$ cat src/rtl/qrp_pkg.sv
package qrp_pkg;
  typedef enum logic [1:0] {
    F_IDLE = 2'd0,
    F_REQ  = 2'd1,
    F_BEAT = 2'd2
  } fetch_st_e;
endpackage

$ cat src/rtl/qrp_buf.sv
// One quadword buffer: tag, per-longword fill flags and data.
module qrp_buf #(
  parameter int QA_W = 13,
  parameter int LW_W = 32
) (
  input  logic            clk,
  input  logic            rst,
  input  logic            alloc,
  input  logic [QA_W-1:0] alloc_qa,
  input  logic            flush,
  input  logic            wr_en,
  input  logic            wr_idx,
  input  logic [LW_W-1:0] wr_data,
  input  logic [QA_W-1:0] rd_qa,
  input  logic            rd_idx,
  output logic            tag_hit,
  output logic            data_rdy,
  output logic [LW_W-1:0] rd_data,
  output logic [QA_W-1:0] tag,
  output logic            held
);
  logic            held_q;
  logic [QA_W-1:0] tag_q;
  logic [1:0]      ok_q;
  logic [1:0][LW_W-1:0] dat_q;

  always_ff @(posedge clk) begin
    if (rst) begin
      held_q <= 1'b0;
      tag_q  <= '0;
      ok_q   <= 2'b00;
    end else if (alloc) begin
      held_q <= 1'b1;
      tag_q  <= alloc_qa;
      ok_q   <= 2'b00;
    end else if (flush) begin
      held_q <= 1'b0;
      ok_q   <= 2'b00;
    end else if (wr_en) begin
      ok_q[wr_idx] <= 1'b1;
    end
  end

  always_ff @(posedge clk) begin
    if (wr_en) dat_q[wr_idx] <= wr_data;
  end

  assign tag_hit  = held_q && (tag_q == rd_qa);
  assign data_rdy = tag_hit && ok_q[rd_idx];
  assign rd_data  = dat_q[rd_idx];
  assign tag      = tag_q;
  assign held     = held_q;
endmodule

$ cat src/rtl/qrp_fetch.sv
// Host-side sequencer: request, wait for grant, collect two beats.
module qrp_fetch
  import qrp_pkg::*;
#(
  parameter int QA_W = 13
) (
  input  logic            clk,
  input  logic            rst,
  input  logic            start,
  input  logic [QA_W-1:0] start_qa,
  input  logic            start_ent,
  input  logic            hreq_ready,
  input  logic            hrsp_valid,
  output logic            hreq_valid,
  output logic [QA_W-1:0] hreq_addr,
  output logic            idle,
  output logic [1:0]      beat_we,
  output logic            beat_idx
);
  fetch_st_e       st_q;
  logic [QA_W-1:0] qa_q;
  logic            ent_q;
  logic            idx_q;

  always_ff @(posedge clk) begin
    if (rst) begin
      st_q  <= F_IDLE;
      qa_q  <= '0;
      ent_q <= 1'b0;
      idx_q <= 1'b0;
    end else begin
      unique case (st_q)
        F_IDLE: if (start) begin
          st_q  <= F_REQ;
          qa_q  <= start_qa;
          ent_q <= start_ent;
        end
        F_REQ: if (hreq_ready) begin
          st_q  <= F_BEAT;
          idx_q <= 1'b0;
        end
        F_BEAT: if (hrsp_valid) begin
          idx_q <= 1'b1;
          if (idx_q) st_q <= F_IDLE;
        end
        default: st_q <= F_IDLE;
      endcase
    end
  end

  assign hreq_valid = (st_q == F_REQ);
  assign hreq_addr  = qa_q;
  assign idle       = (st_q == F_IDLE);
  assign beat_idx   = idx_q;

  always_comb begin
    beat_we = 2'b00;
    if (st_q == F_BEAT && hrsp_valid) beat_we[ent_q] = 1'b1;
  end
endmodule

$ cat src/rtl/qrp_rd_prefetch.sv
// Two-quadword read buffer pair with sequential prefetch.
module qrp_rd_prefetch #(
  parameter int ADDR_W    = 16,
  parameter int WORD_W    = 16,
  parameter int BLK_WORDS = 8
) (
  input  logic                  clk,
  input  logic                  rst,
  input  logic                  io_req_valid,
  output logic                  io_req_ready,
  input  logic [ADDR_W-1:0]     io_req_addr,
  output logic [WORD_W-1:0]     io_rdata,
  output logic                  hreq_valid,
  input  logic                  hreq_ready,
  output logic [ADDR_W-4:0]     hreq_addr,
  input  logic                  hrsp_valid,
  input  logic [2*WORD_W-1:0]   hrsp_data
);
  localparam int QA_W = ADDR_W - 3;
  localparam int LW_W = 2 * WORD_W;
  localparam int QPB  = BLK_WORDS / 4;
  localparam int QB   = (QPB > 1) ? $clog2(QPB) : 1;

  logic [QA_W-1:0] io_qa;
  logic            io_lw, io_hi;
  logic            unused_addr_b0;

  logic [1:0]      tag_hit, data_rdy, held, alloc_e, beat_we;
  logic [QA_W-1:0] tag    [2];
  logic [LW_W-1:0] lw_out [2];
  logic            fetch_idle, beat_idx;
  logic            start, flush_all, miss, pf, in_blk, have_nxt;
  logic            start_ent, mru_q;
  logic [QA_W-1:0] mru_tag, nxt_qa, start_qa;
  logic [LW_W-1:0] sel_lw;

  assign io_qa          = io_req_addr[ADDR_W-1:3];
  assign io_lw          = io_req_addr[2];
  assign io_hi          = io_req_addr[1];
  assign unused_addr_b0 = io_req_addr[0];

  for (genvar g = 0; g < 2; g++) begin : g_buf
    assign alloc_e[g] = start && (start_ent == 1'(g));
    qrp_buf #(.QA_W(QA_W), .LW_W(LW_W)) u_buf (
      .clk      (clk),
      .rst      (rst),
      .alloc    (alloc_e[g]),
      .alloc_qa (start_qa),
      .flush    (flush_all),
      .wr_en    (beat_we[g]),
      .wr_idx   (beat_idx),
      .wr_data  (hrsp_data),
      .rd_qa    (io_qa),
      .rd_idx   (io_lw),
      .tag_hit  (tag_hit[g]),
      .data_rdy (data_rdy[g]),
      .rd_data  (lw_out[g]),
      .tag      (tag[g]),
      .held     (held[g])
    );
  end

  qrp_fetch #(.QA_W(QA_W)) u_fetch (
    .clk        (clk),
    .rst        (rst),
    .start      (start),
    .start_qa   (start_qa),
    .start_ent  (start_ent),
    .hreq_ready (hreq_ready),
    .hrsp_valid (hrsp_valid),
    .hreq_valid (hreq_valid),
    .hreq_addr  (hreq_addr),
    .idle       (fetch_idle),
    .beat_we    (beat_we),
    .beat_idx   (beat_idx)
  );

  // Next sequential quadword and whether it stays inside the block.
  assign mru_tag = tag[mru_q];
  assign nxt_qa  = mru_tag + 1'b1;

  if (QPB > 1) begin : g_blk
    assign in_blk = (mru_tag[QB-1:0] != {QB{1'b1}});
  end else begin : g_noblk
    assign in_blk = 1'b0;
  end

  assign have_nxt = held[~mru_q] && (tag[~mru_q] == nxt_qa);

  // Demand miss has priority over prefetch; both wait for an idle host side.
  assign miss         = io_req_valid && (tag_hit == 2'b00);
  assign io_req_ready = io_req_valid && (data_rdy != 2'b00);
  assign pf           = !miss && held[mru_q] && in_blk && !have_nxt && !io_req_ready;
  assign start        = fetch_idle && (miss || pf);
  assign flush_all    = fetch_idle && miss;
  assign start_ent    = miss ? 1'b0 : ~mru_q;
  assign start_qa     = miss ? io_qa : nxt_qa;

  always_ff @(posedge clk) begin
    if (rst)               mru_q <= 1'b0;
    else if (flush_all)    mru_q <= 1'b0;
    else if (io_req_ready) mru_q <= data_rdy[1];
  end

  assign sel_lw   = data_rdy[1] ? lw_out[1] : lw_out[0];
  assign io_rdata = io_hi ? sel_lw[LW_W-1:WORD_W] : sel_lw[WORD_W-1:0];
endmodule

$ cat config.mk
export PLATFORM = sky130hd
export DESIGN_NAME = qrp_rd_prefetch
export DESIGN_NICKNAME = d
export VERILOG_FILES = /design/src/rtl/qrp_pkg.sv /design/src/rtl/qrp_buf.sv /design/src/rtl/qrp_fetch.sv /design/src/rtl/qrp_rd_prefetch.sv
export SDC_FILE = /design/constraint.sdc
export NUM_CORES = 1
export LEC_CHECK = 0
export ABC_CLOCK_PERIOD_IN_PS = 3600
export BUFFER_PORTS_ARGS = -buffer_cell sky130_fd_sc_hd__buf_2
export CAP_MARGIN = 10
export CORE_ASPECT_RATIO = 2
export CORE_MARGIN = 1.5
export CORE_UTILIZATION = 53
export DETAILED_ROUTE_END_ITERATION = 8
export PLACE_DENSITY = 0.84
export SYNTH_ARGS = -nofsm -noshare
export SYNTH_HDL_FRONTEND = slang
export SYNTH_HIERARCHICAL = 1
export SYNTH_SLANG_ARGS = --single-unit
$ cat constraint.sdc
create_clock -name clk -period 3.6 [get_ports clk]
set_input_delay 0.54 -clock clk [delete_from_list [all_inputs] [get_ports clk]]
set_output_delay 0.54 -clock clk [all_outputs]
set_load 0.02 [all_outputs]
==> impl_metrics.json, run 1 <==
{
  "drt-total-wl_um": 17900,
  "yosys_warnings": 6,
  "vdd_drop_max_uv": 336,
  "vias_per_cell": 5.68,
  "fin_tns_setup_ns": 0,
  "worstPathMaxFanout": 9,
  "core-area_um2": 15200,
  "fin_crit_ns": 3.45,
  "drtIter0Drc": 282,
  "synth_edf_count": 128,
  "syn_area_per_cell_um2": 13.7,
  "ys_seq_area_share_pct": 58.9,
  "crit_type": "flop to output pin",
  "grt_setup_unrepaired": "false",
  "synth.area.top_cells": "edfxtp_1 (47%), dfxtp_1 (12%), mux2_2 (9.9%)",
  "drc_errors": 0,
  "power_frac_comb_pct": 9.0,
  "area_growth_pct": 17.4,
  "finalCritPeriodShare_pct": 96.0,
  "port_buffers": 82,
  "rows": 64,
  "pwr-share-clk_pct": 41.8,
  "gr-usage-all-layers_pct": 22.4,
  "syn_inst": 601,
  "clock_latency_ns": 0.43,
  "ios": 84,
  "drive_gt1_share_pct": 35.5,
  "crit_arrival_ns": 2.91,
  "cts_made_buffers": 17,
  "p_leak_uw": 0.00354,
  "maxCapViolCount": 0,
  "power.density_nw_per_um2": 477,
  "fin_worst_skew_ns": 0.0153,
  "synth-main-ff-cell": "edfxtp_1",
  "clkSinkCount": 178,
  "start_util_pct": 54.1,
  "wl_per_cell_um": 19.6,
  "placed_area_um2": 9000,
  "status": "finished clean",
  "place.gp.congestion": 0.946,
  "hold_viol_final": 0,
  "dieHeight_um": 179,
  "p_int_uw": 3520,
  "switchingPower_uw": 1090,
  "num-nets-final": 754,
  "grt_antenna_before_repair": 1,
  "synth.distinct_cells": 49,
  "tightest_slew_ns": 0.934,
  "switching_share_pct": 23.6,
  "grt_max_degree": 59,
  "grt-ovfl-total": 0,
  "slew_headroom_pct": 37.7,
  "synthTopCellsByCount": "edfxtp_1 (128), mux2_2 (72), nand2_1 (53), dfxtp_1 (50), nor2_1 (39)",
  "cts_hold_buf": 0,
  "h-tree-depth": 4,
  "dpl.hpwl_um": 12100,
  "diodes": 0,
  "syn_area_um2": 8230,
  "total_power_uw": 4610,
  "dp_cells": 877,
  "via_count": 5173,
  "synth_top_cell_by_area": "edfxtp_1",
  "end_kind": "output pin",
  "start_kind": "flop",
  "die_area_um2": 16300,
  "cp.required_ns": 3.06,
  "seqPwrFrac_pct": 49.1,
  "hp-class": "input pin to flop",
  "drtAntennaViolNets": 0,
  "syn-num-nets": 655,
  "setup_viol": 0,
  "post-synth-top-count-cell": "edfxtp_1",
  "fmax_mhz": 289,
  "synth_top_cell_area_share_pct": 46.7,
  "grt_pass1_wl_um": 27600,
  "rr_startpoint": "g_buf[0].u_buf/tag[0]",
  "grt_pass1_vias": 5536,
  "ys_seq_elements": 178,
  "die_x_um": 91.1,
  "synthArstFlopShare_pct": 0,
  "dr.pass1.iters": 5,
  "final_area_um2": 9660,
  "stdcell_count": 911,
  "clk_path_buf_depth": 2,
  "slew_violations": 0,
  "root_buffer": "clkbuf_16",
  "cts_tree": "yes",
  "hold_start": "hrsp_data[22]",
  "clkTransAtPathRegs_ns": 0.07,
  "cp-startpoint": "g_buf[1].u_buf/tag[0]"
}
==> per-layer routing <==
layer | share of wire [%] | wire (µm) | track usage, %
met5 | 0.073 | 13 | 0
met4 | 5.8 | 1040 | 16.2
met3 | 3.4 | 609 | 4.54
met2 | 55 | 9910 | 40.7
met1 | 35 | 6300 | 22.2
==> cell families (layout without fill, tap and decap cells) <==
| family | Yosys count | in the layout | synth area share [%] |
|---|---|---|---|
| compound gates | 56 | 56 | 4.68 |
| fa+ha+maj | 1 | 1 | 0.152 |
| simple gates | 146 | 146 | 9.43 |
| mux | 126 | 126 | 18.9 |
| buf+inv | 44 | 156 | 2.66 |
| xor+xnor | 50 | 50 | 5.32 |
| flops | 178 | 178 | 58.9 |
==> power by group through the flow <==
stage          registers (µW)  logic [µW]  clock network [µW]
6_report                 2270         417                1930
5_1_grt                  2270         448                2040
3_5_place_dp             2310         413                   0
3_3_place_gp             2310         399                   0
2_1_floorplan            2310         259                   0
4_1_cts                  2270         417                1970
==> repair_timing <==
item                                    4_1_cts  5_1_grt
endpoints found under the setup margin        1       16
resized for setup                             1        1
pin swaps                                     0        1
setup buffers                                 0        1
gates cloned                                  0        1
==> cells in the final DEF (no fill, tap or decap), drive strengths merged, types with 3 or more instances in the layout <==
cell      n
nand4     7
bufinv    3
a221oi    3
clkinv    3
nor2b     5
edfxtp  128
mux2i    38
and2      3
inv      18
nor2     39
mux4     16
a22oi     3
nand3     9
mux2     72
xor2     20
nor3      4
nand2    53
o22ai     4
nand4b    3
o21ai    15
xnor2    30
nor4     10
clkbuf   18
dfxtp    50
buf     112
a21oi    21
==> worst paths after layout <==
path	endpoint	slack, ns	cells after the start
worst max register to register	u_fetch/hreq_addr[2]	0.25	13
worst min-delay path	g_buf[1].u_buf/dat_q[22]	0.33	1
worst min register to register	u_fetch/hreq_addr[7]	0.46	2
worst max-delay path	io_rdata[13]	0.15	8
==> metrics by stage <==
| step | utilization (%) | worst slack [ns] | hold slack [ns] |
|---|---|---|---|
| 3_5_place_dp | 59.1 | 0.132 | 0.450 |
| 3_3_place_gp | 59.1 | 0.165 | 0.447 |
| 5_1_grt | 63.5 | 0.0166 | 0.313 |
| 4_1_cts | 63.2 | 0.0569 | 0.304 |
| 6_report | 63.5 | 0.146 | 0.329 |
| 2_1_floorplan | - | 0.112 | 0.445 |
==> state kept, by name, summed over array words and instances, names as in the netlist <==
| name | cells |
|---|---|
| g_buf.u_buf/dat_q | 128 |
| g_buf.u_buf/held | 2 |
| g_buf.u_buf/ok_q | 4 |
| g_buf.u_buf/tag | 26 |
| mru_q | 1 |
| u_fetch/beat_idx | 1 |
| u_fetch/ent_q | 1 |
| u_fetch/hreq_addr | 13 |
| u_fetch/st_q | 2 |
==> layout make-up <==
class	count	area, µm²
Tap cell	198	248
Multi-Input combinational cell	379	3210
Sequential cell	178	4850
Inverter	11	41.3
Clock buffer	17	425
Timing Repair Buffer	113	698
Clock inverter	15	195
Fill cell	1154	5560
==> critical path, stage by stage (launching register included) <==
cell	delay, ns
dfxtp_1	0.45
nand2b_1	0.14
nand3_1	0.07
or4_4	0.56
nor4_4	0.21
buf_4	0.18
clkbuf_16	0.18
mux4_2	0.51
buf_2	0.17
(Power assumes the default switching activity.)
==> run 2, diff against run 1 <==
--- a/config.mk
+++ b/config.mk
@@ -5,14 +5,15 @@
 export SDC_FILE = /design/constraint.sdc
 export NUM_CORES = 1
 export LEC_CHECK = 0
+export ABC_AREA = 1
 export ABC_CLOCK_PERIOD_IN_PS = 3600
 export BUFFER_PORTS_ARGS = -buffer_cell sky130_fd_sc_hd__buf_2
 export CAP_MARGIN = 10
 export CORE_ASPECT_RATIO = 2
 export CORE_MARGIN = 1.5
-export CORE_UTILIZATION = 53
+export CORE_UTILIZATION = 54
 export DETAILED_ROUTE_END_ITERATION = 8
-export PLACE_DENSITY = 0.84
+export PLACE_DENSITY = 0.85
 export SYNTH_ARGS = -nofsm -noshare
 export SYNTH_HDL_FRONTEND = slang
 export SYNTH_HIERARCHICAL = 1
==> run 2 against run 1 <==
- sequential share of layout area fell by 0.64 points
- flip-flop and latch count unchanged
- setup slack gained 0.12 ns
- power is 2.1% lower
- clock skew fell by 0.0024 ns
- first-iteration DRC count increased by 76%
- synthesized cell count rose by 77%
- die area rose by 4.2%
- final cell count rose by 48%
- worst hold slack improved by 0.0011 ns
- critical path depth grew 4
- critical endpoint is now io_rdata[7]
==> impl_metrics.json, run 2 <==
{
  "status": "finished clean",
  "die_x_um": 93.0,
  "final_area_um2": 9780,
  "wl_per_cell_um": 15.9,
  "num-nets-final": 1190,
  "rows": 65,
  "worstPathMaxFanout": 33,
  "cpMostUsedCell": "nand2_1",
  "clkTransAtPathRegs_ns": 0.07,
  "drt-total-wl_um": 21500,
  "synthArstFlopShare_pct": 0,
  "grt_pass1_vias": 6904,
  "largest_register": "g_buf.u_buf/dat_q",
  "power.density_nw_per_um2": 462,
  "cts_made_buffers": 17,
  "drtIter0Drc": 496,
  "post-synth-top-count-cell": "nand2_1",
  "crit_path_cell_trace": "inv_1 -> nand2_1 -> nand2_1 -> nor2_1 -> nand2_1 -> nor2_1 -> nand2_1 -> nor2_2 -> inv_1 -> o21ai_0 -> o22ai_1 -> buf_2",
  "synth.distinct_cells": 38,
  "synth-main-ff-cell": "edfxtp_1",
  "synth.area.top_cells": "edfxtp_1 (44%), nand2_1 (18%), dfxtp_1 (11%)",
  "drtAntennaViolNets": 0,
  "drc_errors": 0,
  "diodes": 0,
  "cp_top_family": "buffers and inverters",
  "clk_path_buf_depth": 2,
  "slowest_stage": "inv_1",
  "synth_edf_count": 128,
  "whs_ns": 0.330,
  "dpl.hpwl_um": 15100,
  "ys_seq_elements": 178,
  "dr.pass1.iters": 5,
  "total_power_uw": 4520,
  "slew_violations": 0,
  "setup_viol": 0,
  "grt_antenna_before_repair": 0,
  "core-area_um2": 15800,
  "place.gp.congestion": 0.951,
  "finalCritPeriodShare_pct": 92.6,
  "synth_top_cell_by_area": "edfxtp_1",
  "clock_latency_ns": 0.42,
  "crit_path_max_incr_delay_ns": 0.47,
  "clkSinkCount": 178,
  "cts-resized-gates": 0,
  "postCtsSetupBuffers": 0,
  "synthTopCellsByCount": "nand2_1 (414), edfxtp_1 (128), nor2_1 (104), inv_1 (98), o21ai_0 (72)",
  "grt_pass1_wl_um": 33800,
  "synth_top_cell_area_share_pct": 44.0,
  "vias_per_cell": 5.27,
  "gr-usage-all-layers_pct": 26.2,
  "p_leak_uw": 0.00423,
  "grt_max_degree": 43,
  "syn_inst": 1065,
  "grt_setup_unrepaired": "false",
  "yosys_warnings": 6,
  "dieHeight_um": 183,
  "maxCapViolCount": 0,
  "stdcell_count": 1350,
  "placed_area_um2": 9260,
  "ios": 84,
  "syn-num-nets": 1119,
  "via_count": 7121,
  "port_buffers": 82,
  "dp_cells": 1318,
  "drive_gt1_share_pct": 13.6,
  "crit_arrival_ns": 2.79,
  "cts_hold_buf": 0,
  "h-tree-depth": 4,
  "largest_reg_flops": 128,
  "syn_area_um2": 8740,
  "grt-ovfl-total": 0,
  "syn_area_per_cell_um2": 8.21,
  "fin_crit_ns": 3.33,
  "start_kind": "flop",
  "cp.buffers_inverters": 3,
  "end_kind": "output pin",
  "area_growth_pct": 11.9,
  "fin_worst_skew_ns": 0.0129,
  "cts_tree": "yes",
  "final_cell_mix": "nand2_1 (414), edfxtp_1 (128), nor2_1 (102), inv_1 (98), buf_2 (82)",
  "vdd_drop_max_uv": 347,
  "cp.required_ns": 3.06,
  "fin_tns_setup_ns": 0,
  "crit_type": "flop to output pin",
  "hold_viol_final": 0,
  "fmax_mhz": 300,
  "ys_seq_area_share_pct": 55.4,
  "hp-class": "input pin to flop",
  "die_area_um2": 17000,
  "root_buffer": "clkbuf_16",
  "slew_headroom_pct": 26.4,
  "tightest_slew_ns": 1.10,
  "final_common_cell": "nand2_1",
  "start_util_pct": 55.4
}
[run 2: cell types whose count changed after synthesis, sizes merged, moves of 17 or more]
cell / change
o21ai: +63
a21oi: +24
nand2: +371
nor2: +75
mux2: -72
xnor2: -30
inv: +92
mux2i: -36
xor2: -17
[run 2: cells by family after synthesis]
| group | share of synthesized area, % |
|---|---|
| buf+inv | 7.43 |
| xor+xnor | 0.573 |
| mux | 0.229 |
| simple gates | 26.9 |
| fa+ha+maj | 0.143 |
| flops | 55.4 |
| compound gates | 9.28 |
[run 2: power breakdown]
group	leakage [µW]	total (µW)	switching (µW)	internal (µW)
registers	0.00156	2300	44.1	2250
logic	0.00242	580	392	188
clock network	0.000245	1640	754	883
[run 2: worst paths after layout]
check | from | to | slack [ns] | cells past startpoint
worst min register to register | u_fetch/hreq_addr[8] | u_fetch/hreq_addr[8] | 0.48 | 2
worst max-delay path | g_buf[1].u_buf/tag[2] | io_rdata[7] | 0.27 | 12
worst max register to register | mru_q | g_buf[0].u_buf/ok_q[0] | 0.49 | 19
worst min-delay path | hrsp_data[10] | g_buf[1].u_buf/dat_q[10] | 0.33 | 1
[run 2: per-stage QoR]
stage          util, %  worst slack (ns)
3_3_place_gp      58.7             0.464
3_5_place_dp      58.7             0.418
6_report          62.0             0.267
2_1_floorplan        -             0.996
5_1_grt           62.0            0.0163
4_1_cts           62.0             0.246
[run 2: final cells by class]
type / instances / area, µm²
Clock buffer: 20 / 437
Clock inverter: 12 / 82.6
Fill cell: 1384 / 6000
Inverter: 103 / 389
Multi-Input combinational cell: 740 / 3260
Sequential cell: 178 / 4840
Tap cell: 201 / 251
Timing Repair Buffer: 96 / 515
[run 2: routing by layer]
layer / wire length, µm / global-route usage (%) / share of wire, % / vias to the layer above
met2: 12200 / 50.9 / 57 / 205
met3: 1060 / 4.02 / 4.9 / 51
met5: 0 / 0 / 0 / -
met1: 7390 / 25.5 / 34 / 3279
met4: 889 / 14.2 / 4.1 / 0
li1: - / - / - / 3586
[run 2: worst register-to-register path, stage by stage, from the launching register on]
cell and delay (ns):
dfxtp_1 0.42, buf_4 0.29, nand2_1 0.10, nand2_2 0.11
ha_1 0.26, nand3_1 0.09, nand2_1 0.05, nor2_1 0.15
nand3_1 0.10, nor2_1 0.17, nand2_1 0.06, nor2_1 0.08
nand2_1 0.05, nor2_1 0.13, nand2_1 0.13, nand2_2 0.11
a21oi_2 0.06, inv_2 0.34, nand3_1 0.20, nor2_1 0.14
